[src/rtl/trg_pkg.sv]
package trg_pkg;
  localparam int SEQ_W_DEF  = 7;
  localparam int PRIO_W_DEF = 2;
  localparam int NFLAG_DEF  = 4;
  localparam int SYNC_DEF   = 2;

  typedef enum logic [1:0] {
    KIND_OFF   = 2'd0,
    KIND_EDGE  = 2'd1,
    KIND_LEVEL = 2'd2
  } trg_kind_t;
endpackage

[src/rtl/trg_sync.sv]
module trg_sync #(
  parameter int STAGES = 2
) (
  input  logic clk,
  input  logic rst,
  input  logic d,
  output logic q_now,
  output logic q_prev
);
  logic [STAGES:0] chain;

  always_ff @(posedge clk) begin
    if (rst) chain <= '0;
    else     chain <= {chain[STAGES-1:0], d};
  end

  assign q_now  = chain[STAGES-1];
  assign q_prev = chain[STAGES];
endmodule

[src/rtl/trg_event.sv]
module trg_event
  import trg_pkg::*;
#(
  parameter int SEQ_W = 7
) (
  input  logic             s_now,
  input  logic             s_prev,
  input  logic             irq_mode,
  input  logic             rise_en,
  input  logic             fall_en,
  input  logic             level_en,
  input  logic [SEQ_W-1:0] rise_seq,
  input  logic [SEQ_W-1:0] fall_seq,
  output logic             ev_req,
  output logic [SEQ_W-1:0] ev_seq,
  output logic             ev_stop
);
  trg_kind_t kind;
  logic      went_up, went_down;

  assign went_up   = s_now & ~s_prev;
  assign went_down = ~s_now & s_prev;

  always_comb begin
    if (irq_mode)      kind = KIND_OFF;
    else if (level_en) kind = KIND_LEVEL;
    else               kind = KIND_EDGE;
  end

  always_comb begin
    ev_req  = 1'b0;
    ev_seq  = '0;
    ev_stop = 1'b0;
    case (kind)
      KIND_LEVEL: begin
        ev_req  = s_now;
        ev_seq  = s_now ? rise_seq : '0;
        ev_stop = went_down;
      end
      KIND_EDGE: begin
        if (went_up && rise_en) begin
          ev_req = 1'b1;
          ev_seq = rise_seq;
        end else if (went_down && fall_en) begin
          ev_req = 1'b1;
          ev_seq = fall_seq;
        end
      end
      default: ;
    endcase
  end
endmodule

[src/rtl/trg_arb.sv]
module trg_arb #(
  parameter int SEQ_W  = 7,
  parameter int PRIO_W = 2
) (
  input  logic              clk,
  input  logic              rst,
  input  logic              ev_req,
  input  logic [SEQ_W-1:0]  ev_seq,
  input  logic              ev_stop,
  input  logic              sw_go,
  input  logic [SEQ_W-1:0]  sw_seq,
  input  logic [PRIO_W-1:0] pin_prio,
  input  logic [PRIO_W-1:0] sw_prio,
  output logic              play_req,
  output logic [SEQ_W-1:0]  play_seq,
  output logic              play_from_pin,
  output logic              stop_req
);
  logic pin_wins;

  assign pin_wins = ev_req && (!sw_go || (pin_prio > sw_prio));

  always_ff @(posedge clk) begin
    if (rst) begin
      play_req      <= 1'b0;
      play_seq      <= '0;
      play_from_pin <= 1'b0;
      stop_req      <= 1'b0;
    end else begin
      play_req      <= ev_req | sw_go;
      play_from_pin <= pin_wins;
      stop_req      <= ev_stop;
      if (pin_wins)   play_seq <= ev_seq;
      else if (sw_go) play_seq <= sw_seq;
      else            play_seq <= '0;
    end
  end
endmodule

[src/rtl/trg_irq.sv]
module trg_irq #(
  parameter int NFLAG = 4
) (
  input  logic             clk,
  input  logic             rst,
  input  logic             irq_mode,
  input  logic [NFLAG-1:0] flag_set,
  input  logic [NFLAG-1:0] flag_mask,
  input  logic             status_rd,
  output logic [NFLAG-1:0] status_q,
  output logic             drive_low
);
  logic [NFLAG-1:0] status_d;
  logic [NFLAG-1:0] live;

  for (genvar i = 0; i < NFLAG; i++) begin : g_flag
    assign status_d[i] = flag_set[i] | (status_q[i] & ~status_rd);
    assign live[i]     = status_d[i] & ~flag_mask[i];
  end

  always_ff @(posedge clk) begin
    if (rst) begin
      status_q  <= '0;
      drive_low <= 1'b0;
    end else begin
      status_q  <= status_d;
      drive_low <= irq_mode & (|live);
    end
  end
endmodule

[src/rtl/trg_pin_unit.sv]
module trg_pin_unit
  import trg_pkg::*;
#(
  parameter int SEQ_W       = SEQ_W_DEF,
  parameter int PRIO_W      = PRIO_W_DEF,
  parameter int NFLAG       = NFLAG_DEF,
  parameter int SYNC_STAGES = SYNC_DEF
) (
  input  logic              clk,
  input  logic              rst,
  input  logic              pin_in,
  input  logic              cfg_irq_mode,
  input  logic              cfg_rise_en,
  input  logic              cfg_fall_en,
  input  logic              cfg_level_en,
  input  logic [SEQ_W-1:0]  cfg_rise_seq,
  input  logic [SEQ_W-1:0]  cfg_fall_seq,
  input  logic [PRIO_W-1:0] cfg_pin_prio,
  input  logic [PRIO_W-1:0] cfg_sw_prio,
  input  logic              sw_go,
  input  logic [SEQ_W-1:0]  sw_seq,
  input  logic [NFLAG-1:0]  flag_set,
  input  logic [NFLAG-1:0]  flag_mask,
  input  logic              status_rd,
  output logic [NFLAG-1:0]  status_q,
  output logic              pin_drive_low,
  output logic              play_req,
  output logic [SEQ_W-1:0]  play_seq,
  output logic              play_from_pin,
  output logic              stop_req
);
  logic             s_now, s_prev;
  logic             ev_req, ev_stop;
  logic [SEQ_W-1:0] ev_seq;

  trg_sync #(.STAGES(SYNC_STAGES)) sync_i (
    .clk(clk), .rst(rst), .d(pin_in), .q_now(s_now), .q_prev(s_prev)
  );

  trg_event #(.SEQ_W(SEQ_W)) event_i (
    .s_now(s_now), .s_prev(s_prev), .irq_mode(cfg_irq_mode),
    .rise_en(cfg_rise_en), .fall_en(cfg_fall_en), .level_en(cfg_level_en),
    .rise_seq(cfg_rise_seq), .fall_seq(cfg_fall_seq),
    .ev_req(ev_req), .ev_seq(ev_seq), .ev_stop(ev_stop)
  );

  trg_arb #(.SEQ_W(SEQ_W), .PRIO_W(PRIO_W)) arb_i (
    .clk(clk), .rst(rst), .ev_req(ev_req), .ev_seq(ev_seq), .ev_stop(ev_stop),
    .sw_go(sw_go), .sw_seq(sw_seq), .pin_prio(cfg_pin_prio), .sw_prio(cfg_sw_prio),
    .play_req(play_req), .play_seq(play_seq), .play_from_pin(play_from_pin),
    .stop_req(stop_req)
  );

  trg_irq #(.NFLAG(NFLAG)) irq_i (
    .clk(clk), .rst(rst), .irq_mode(cfg_irq_mode), .flag_set(flag_set),
    .flag_mask(flag_mask), .status_rd(status_rd), .status_q(status_q),
    .drive_low(pin_drive_low)
  );
endmodule

[config.mk]
export PLATFORM = sky130hd
export DESIGN_NAME = trg_pin_unit
export DESIGN_NICKNAME = d
export VERILOG_FILES = /design/src/rtl/trg_pkg.sv /design/src/rtl/trg_sync.sv /design/src/rtl/trg_event.sv /design/src/rtl/trg_arb.sv /design/src/rtl/trg_irq.sv /design/src/rtl/trg_pin_unit.sv
export SDC_FILE = /design/constraint.sdc
export NUM_CORES = 1
export LEC_CHECK = 0
export BUFFER_PORTS_ARGS = -buffer_cell sky130_fd_sc_hd__buf_2
export CAP_MARGIN = 20
export CORE_MARGIN = 4
export CORE_UTILIZATION = 30
export CTS_BUF_LIST = sky130_fd_sc_hd__clkbuf_16
export DETAILED_ROUTE_END_ITERATION = 10
export PLACE_DENSITY = 0.62
export SYNTH_ARGS = -nofsm -noshare
export SYNTH_HDL_FRONTEND = slang
export SYNTH_SLANG_ARGS = --single-unit
[constraint.sdc]
create_clock -name clk -period 2.15 [get_ports clk]
set_input_delay 0.3225 -clock clk [delete_from_list [all_inputs] [get_ports clk]]
set_output_delay 0.3225 -clock clk [all_outputs]
set_load 0.01 [all_outputs]
Word level (Yosys, flattened, before mapping). Index checks and enable logic that the tools add are counted.

$lt $le $gt $ge: 1. Equality and inequality tests: 2. Multiplexer cells: 11. Bitwise operators: 24. Reductions and logical operators: 7.

Operators with widths (number): 7-bit two-way mux (5); 7-bit case mux with 2 select lines (1); 1-bit AND (11); 1-bit NOT (8); 1-bit OR (5); 2-bit two-way mux (2); 4-bit OR reduction (1); 1-bit logical AND (3); 2-bit by 1-bit == test with 1-bit output (second input constant) (1); 2-bit == test (second input constant) (1); 2-bit > comparator (1); 1-bit two-way mux (2); 1-bit case mux with 2 select lines (1); 2-bit OR reduction (1); 1-bit logical NOT (1); 1-bit logical OR (1).

Register bits: 18. Input port bits: 42. Output and inout bits: 15. Word-level logic and storage cells: 52.

Logic depth before layout (Yosys ltp). Gate-level depths: netlist of the first run.

Word-level depth: 8. Depth in mapped cells: 6. Gate-level depth less buffers: 6.

Cells and area by module. From an unflattened synthesis of the first run, not the netlist that was laid out.

Cell total of the unflattened synthesis: 101. Area, all modules: 1004.7 um2.

Modules (own cells, without submodules): trg_arb (instances 1, cells an instance 57, area an instance 576.8 um2, sequential area each 200.2 um2); trg_irq (instances 1, cells an instance 22, area an instance 212.7 um2, sequential area each 100.1 um2); trg_event (instances 1, cells an instance 16, area an instance 136.4 um2, sequential area each 0.0 um2); trg_sync (instances 1, cells an instance 6, area an instance 78.8 um2, sequential area each 60.1 um2).

Worst setup path after synthesis of the first run. OpenSTA, ideal clock, no wires.

Path kind: input -> register. From: input port cfg_irq_mode. To: register arb_i.play_seq[0]. Setup time: 0.132 ns. Arrival time: 1.361 ns. Required time: 2.018 ns. Path slack: 0.657 ns. Stages on the path: 4. Buffers on the path: 0. Cells stage by stage: or3b_4 > nor3b_4 > o21ba_4 > o32ai_1.

Longest elaborated chain between the ends: 5. Elaborated cells on any way between the ends: 7. Those cells by class: eq/ne: 2; mux: 4; reduce/logical: 1.

RTL lines: start: declaration (RTL line trg_pin_unit.sv:12) `input logic cfg_irq_mode,`; 2-bit two-way mux * (RTL line trg_event.sv:25) `if (irq_mode) kind = KIND_OFF;`; 2-bit by 1-bit == test with 1-bit output / 2-bit == test (equally long branches) (RTL line trg_event.sv:34) `case (kind)`; 1-bit case mux with 2 select lines (RTL line trg_event.sv:34); 1-bit logical AND (RTL line trg_arb.sv:21) `assign pin_wins = ev_req && (!sw_go || (pin_prio > sw_prio));`; 7-bit two-way mux * (RTL line trg_arb.sv:33) `if (pin_wins) play_seq <= ev_seq;`; end signal: assignment (RTL line trg_arb.sv:33); end signal: assignment (RTL line trg_arb.sv:34) `else if (sw_go) play_seq <= sw_seq;`; end: declaration (RTL line trg_arb.sv:15) `output logic [SEQ_W-1:0] play_seq,`.

Mark *: on every way between the ends. The rest lies on a longest branch, timed or not. A chain may end at the register's enable or synchronous reset.

Worst setup path after layout of the first run.
From: register sync_i.chain[1]. To: register arb_i.play_seq[3].

Longest elaborated chain between the ends: 8. Elaborated cells on any way between the ends: 14. Those cells by class: mux: 8; bitwise: 3; reduce/logical: 3.

RTL lines: start: declaration (RTL line trg_sync.sv:10) `logic [STAGES:0] chain;`; start signal: assignment (RTL line trg_sync.sv:14) `else chain <= {chain[STAGES-1:0], d};`; 1-bit NOT (RTL line trg_event.sv:22) `assign went_down = ~s_now & s_prev;`; 1-bit AND (RTL line trg_event.sv:22); 1-bit logical AND (RTL line trg_event.sv:44) `end else if (went_down && fall_en) begin`; 1-bit two-way mux (RTL line trg_event.sv:44); 1-bit two-way mux (RTL line trg_event.sv:41) `if (went_up && rise_en) begin`; 1-bit case mux with 2 select lines (RTL line trg_event.sv:34); 1-bit logical AND (RTL line trg_arb.sv:21); 7-bit two-way mux * (RTL line trg_arb.sv:33).

Marked as above.

==> results.py, run 1 <==
metrics = {
    "run_status": {
        "status": "completed",
    },
    "synthesis": {
        "synth.most_common_cell": "dfxtp_1",
        "async_flop_share_pct": 0,
        "ys_seq_elements": 18,
        "synth_commonest_cells": "dfxtp_1 (18), nor2_1 (8)",
        "synthCells": 83,
        "yosys_warnings": 0,
        "avgSynthCellArea_um2": 9.30,
        "ys_seq_area_share_pct": 46.7,
        "ys_types": 25,
        "synth_top_area_share_pct": 46.7,
        "syn-num-nets": 127,
        "syn_area_um2": 772,
        "yosysTopAreaCell": "dfxtp_1",
        "synth-edff-count": 0,
        "synth.area.top_cells": "dfxtp_1 (47%), a22oi_1 (5.8%), o32ai_1 (5.7%)",
        "synth-main-ff-cell": "dfxtp_1",
    },
    "sta": {
        "fin_setup_tns_ps": 0,
        "layout_min_cycle_time_ps": 1650,
        "final_max_slew_viol_count": 0,
        "rsz0062_at_grt": "no",
        "hold_viol_final": 0,
        "worstMarginPinSlew_ps": 408,
        "fin_crit_sh_pct": 76.8,
        "whs_ps": 293,
        "maxSlewHeadroom_pct": 72.8,
        "fin_skew_ps": 0.612,
        "fmax_mhz": 606,
        "finalSetupViolCount": 0,
    },
    "power_and_ir_drop": {
        "power.density_nw_per_um2": 720,
        "power_mw": 0.829,
        "ir_worst_vdd_mv": 0.312,
        "leakage_nw": 0.589,
    },
    "finish": {
        "synthToLayoutAreaGrowth_pct": 49.3,
        "finish.utilization_pct": 46.9,
        "antenna_cells": 0,
        "layout.cells.non_filler": 169,
        "drive_above_1_share_pct": 44.6,
        "nets": 185,
    },
    "route": {
        "drt_wl_total_um": 2200,
        "vias_per_cell": 5.06,
        "drtIter0Drc": 17,
        "vias": 855,
        "drt_first_pass_iters": 4,
        "drc_errors": 0,
        "ant_nets": 0,
        "wire_per_inst_um": 13.0,
    },
    "placement": {
        "place_congestion": 0.822,
        "io_buffers": 56,
        "place_inst": 166,
        "dp_hpwl_um": 1730,
    },
    "critical_path": {
        "worstPathRequired_ps": 2270,
        "setup.worst_path.start_class": "flip-flop",
        "critical_path.max_stage_delay_ps": 410,
        "reg2reg_slack_ps": 500,
        "r2r-start": "sync_i.chain[1]$_SDFF_PP0_",
        "critPathMaxFanout": 9,
        "reg2reg_depth": 4,
        "worstSetupEndpointType": "flip-flop",
        "path_cells": "or3b_4, nor3b_4, o21ba_4, o32ai_1",
        "path_class": "reg -> reg",
        "path_delay_family": "simple AND/OR/NAND/NOR gates",
        "crit_arrival_ps": 1770,
        "r2r-end": "arb_i.play_seq[3]$_SDFF_PP0_",
        "cp_slowest_cell": "or3b_4",
        "critPathBufInv": 0,
    },
    "clock_tree": {
        "clock_sinks": 18,
        "clk_path_buf_depth": 2,
        "ctsResizeCount": 0,
        "hold_buffers": 0,
        "cts_root_buffer": "clkbuf_16",
        "htree_levels": 1,
        "numCtsBuffers": 3,
        "cts_tree": "done",
        "clk_pin_slew_ps": 50,
        "cts_setup_buffers": 0,
        "insertion_delay_ps": 240,
    },
    "floorplan": {
        "die_w_um": 58.7,
        "ios": 57,
        "core_area_um2": 2450,
        "initial_utilization_pct": 31.4,
        "die_area_um2": 3450,
        "rows": 18,
        "fp.dieH_um": 58.7,
    },
    "min_path": {
        "min_path_type": "in -> reg",
        "holdPathStages": 2,
        "hp-start": "pin_in",
        "hold_path_end": "sync_i.chain[0]$_SDFF_PP0_",
    },
    "global_routing": {
        "overflow": 0,
        "met3_usage_pct": 3.51,
        "grt_start_max_net_pins": 17,
        "antenna_found_initial": 0,
        "grt_most_used_layer": "met2",
        "first_global_vias": 789,
        "met1_usage_pct": 14.8,
        "grt.total_usage_pct": 12.4,
        "met2_usage_pct": 21.5,
        "grt_pass1_wl_um": 3310,
    },
    "job": {
        "drv_cap": 0,
    },
}
==> where the power goes <==
| group | switching [mW] | leakage [nW] | internal (mW) |
|---|---|---|---|
| sequential | 0.00584 | 0.148 | 0.350 |
| clock | 0.114 | 0.0370 | 0.244 |
| combinational | 0.0562 | 0.403 | 0.0584 |
| total | 0.176 | 0.589 | 0.653 |
==> flip-flops by register name (all words and copies together), names as in the netlist <==
register	cells
sync_i.chain	3
irq_i.drive_low	1
arb_i.stop_req	1
arb_i.play_from_pin	1
arb_i.play_seq	7
irq_i.status_q	4
arb_i.play_req	1
==> placed cells by master (no fill, tap or decap), types with 2 or more instances in the layout <==
cell type,synthesis,final
inv_1,6,6
nor2b_1,6,6
o211a_1,2,2
buf_2,1,56
a22oi_1,6,6
nor3_1,2,2
dfxtp_1,18,18
nand2_1,6,6
o22ai_1,4,4
nor2_1,8,8
nand3_1,2,2
a21oi_1,4,4
o32ai_1,5,5
ha_1,2,2
clkbuf_16,0,3
==> metrics by stage <==
stage                     area, um^2  worst slack (ps)
final                           1150               499
after global routing            1150               397
after CTS                       1150               488
after detailed placement        1080               383
after global placement          1080               405
after floorplan                  772               657
==> worst max path at each step <==
| stage | startpoint | end | slack (ps) | cells past startpoint |
|---|---|---|---|---|
| 2_1_floorplan | cfg_irq_mode | arb_i.play_seq[0]$_SDFF_PP0_ | 660 | 4 |
| 3_3_place_gp | cfg_irq_mode | arb_i.play_seq[0]$_SDFF_PP0_ | 410 | 5 |
| 6_report | sync_i.chain[1]$_SDFF_PP0_ | arb_i.play_seq[3]$_SDFF_PP0_ | 500 | 4 |
| 4_1_cts | sync_i.chain[1]$_SDFF_PP0_ | arb_i.play_seq[3]$_SDFF_PP0_ | 490 | 4 |
| 5_1_grt | sync_i.chain[1]$_SDFF_PP0_ | arb_i.play_seq[0]$_SDFF_PP0_ | 400 | 4 |
| 3_5_place_dp | cfg_irq_mode | arb_i.play_seq[3]$_SDFF_PP0_ | 380 | 5 |
==> area by class of cell <==
class                   count  area (um^2)
inverters                   6         22.5
well taps                  30         37.5
multi-input cells          56          377
repair buffers             56          280
clock buffers               3         75.1
flip-flops and latches     18          360
fillers                   250         1300
==> per-layer routing <==
metal	part of all wire, %	routed length [um]
met1	40	878
met2	48	1060
met3	10	226
met4	1.8	40
met5	0	0
==> cells by family after synthesis <==
| group | synth area share [%] |
|---|---|
| and+or+nand+nor | 19.8 |
| AOI/OAI and AO/OA | 25.8 |
| DFF | 46.7 |
| adders and majority gates | 3.24 |
| buffers and inverters | 4.54 |
Note: power is estimated with default switching activity, not from simulation.
==> inputs of run 2 (changes only) <==
- PLACE_DENSITY: 0.62 -> 0.64
- clock period: 2.15 -> 1.47 ns (I/O delays scaled with it)
==> run 2 against run 1 <==
Fmax up 14%. Register-to-register slack worse by 470 ps. Clock power grew 47%. Highest routed layer unchanged. Critical endpoint is now arb_i.play_seq[5]$_SDFF_PP0_. First-iteration DRC count is 53% higher. Critical path type unchanged. Hold slack got worse by 100 ps. Total power is 49% higher. Largest cell class unchanged. Flip-flop and latch count is the same.
==> results.py, run 2 (synthesized netlist as in run 1, its figures left out) <==
metrics = {
    "min_path": {
        "min_path_type": "in -> reg",
        "holdPathStages": 2,
        "hp-start": "pin_in",
    },
    "critical_path": {
        "setup.worst_path.start_class": "flip-flop",
        "reg2reg_depth": 4,
        "worstPathRequired_ps": 1580,
        "critPathMaxFanout": 7,
        "worstSetupEndpointType": "flip-flop",
        "crit_path_start": "sync_i.chain[2]$_SDFF_PP0_",
        "r2r-start": "sync_i.chain[2]$_SDFF_PP0_",
        "path_class": "reg -> reg",
        "crit_arrival_ps": 1560,
    },
    "power_and_ir_drop": {
        "netSwitchingPower_mw": 0.269,
        "power_mw": 1.23,
        "clockPowerShare_pct": 42.7,
        "switching_share_pct": 21.8,
        "p_int_mw": 0.965,
        "power_frac_comb_pct": 15.2,
        "power_frac_seq_pct": 42.2,
        "leakage_nw": 0.626,
        "ir_worst_vdd_mv": 0.672,
        "power.density_nw_per_um2": 993,
    },
    "floorplan": {
        "rows": 18,
        "core_area_um2": 2450,
        "fp.dieH_um": 58.7,
        "die_area_um2": 3450,
        "ios": 57,
        "die_w_um": 58.7,
        "initial_utilization_pct": 31.4,
    },
    "route": {
        "drc_errors": 0,
        "drt_first_pass_iters": 6,
        "wire_per_inst_um": 13.5,
        "vias": 881,
        "ant_nets": 0,
        "vias_per_cell": 5.06,
        "drt_wl_total_um": 2340,
        "drtIter0Drc": 26,
    },
    "finish": {
        "largest_reg_flops": 7,
        "layout_common_cells": "buf_2 (56), dfxtp_1 (17), nor2_1 (8)",
        "postLayoutCellArea_um2": 1240,
        "synthToLayoutAreaGrowth_pct": 60.9,
        "top_register": "arb_i.play_seq",
        "drive_above_1_share_pct": 52.8,
        "antenna_cells": 0,
        "reg.largest.list": "arb_i.play_seq x7, irq_i.status_q x4, sync_i.chain x3",
        "layout_commonest_cell": "buf_2",
        "nets": 190,
    },
    "clock_tree": {
        "cts_setup_buffers": 0,
        "cts_root_buffer": "clkbuf_16",
        "hold_buffers": 0,
        "numCtsBuffers": 3,
        "ctsResizeCount": 0,
        "clk_pin_slew_ps": 50,
        "clock_sinks": 18,
        "insertion_delay_ps": 240,
        "cts_tree": "done",
        "htree_levels": 1,
        "clk_path_buf_depth": 2,
    },
    "sta": {
        "fmax_mhz": 692,
        "whs_ps": 193,
        "fin_skew_ps": 0.937,
        "finalSetupViolCount": 0,
        "worstMarginPinSlew_ps": 343,
        "setup_ws_ps": 25.4,
        "layout_min_cycle_time_ps": 1440,
        "rsz0062_at_grt": "yes",
        "final_max_slew_viol_count": 0,
        "maxSlewHeadroom_pct": 77.1,
        "hold_viol_final": 0,
        "fin_crit_sh_pct": 98.3,
    },
    "run_status": {
        "status": "completed",
    },
    "global_routing": {
        "antenna_found_initial": 0,
        "grt.total_usage_pct": 12.8,
        "grt_start_max_net_pins": 17,
        "overflow": 0,
        "first_global_vias": 829,
        "grt_pass1_wl_um": 3400,
    },
    "placement": {
        "dp_hpwl_um": 1770,
        "dp_slack_ps": -55.1,
        "dpl_cell_area_um2": 1110,
        "place_congestion": 0.764,
        "io_buffers": 56,
    },
    "job": {
        "drv_cap": 0,
    },
}
## run 2: cell type report
cell class,count,area (um^2)
clock buffers,3,75.1
flip-flops and latches,18,362
fillers,248,1210
well taps,30,37.5
multi-input cells,56,424
repair buffers,61,322
inverters,6,22.5
## run 2: per-stage QoR
step	utilization (%)	instances	setup TNS [ps]
2_1_floorplan	-	83	0
6_report	50.6	174	0
5_1_grt	50.6	174	-73.2
3_5_place_dp	45.4	171	-271
3_3_place_gp	45.4	171	-93.5
4_1_cts	48.5	174	0
## run 2: path summary, 6_finish.rpt
check                                  to  slack, ps
max          arb_i.play_seq[5]$_SDFF_PP0_         30
min            sync_i.chain[0]$_SDFF_PP0_        190
max reg2reg  arb_i.play_seq[5]$_SDFF_PP0_         30
min reg2reg    sync_i.chain[1]$_SDFF_PP0_        450
## run 2: power by group through the flow
stage | logic [mW] | registers [mW] | clock network, mW
finish | 0.187 | 0.520 | 0.526
CTS | 0.177 | 0.520 | 0.539
detailed placement | 0.176 | 0.530 | 0
global route | 0.206 | 0.523 | 0.561
global placement | 0.172 | 0.530 | 0
floorplan | 0.0663 | 0.541 | 0
## run 2: metal layers
metal / vias up / GRT usage, % / routed length, um
met5: - / 0 / 0
met4: 0 / 6.15 / 26
met3: 4 / 3.73 / 207
met2: 38 / 21.6 / 1170
met1: 411 / 14.7 / 938
li1: 428 / - / -
## run 2: critical path, stage by stage (launching register included)
cell	delay (ps)
dfxtp_2	320
or3b_4	390
nor3b_4	260
o21ba_4	230
o32ai_1	100
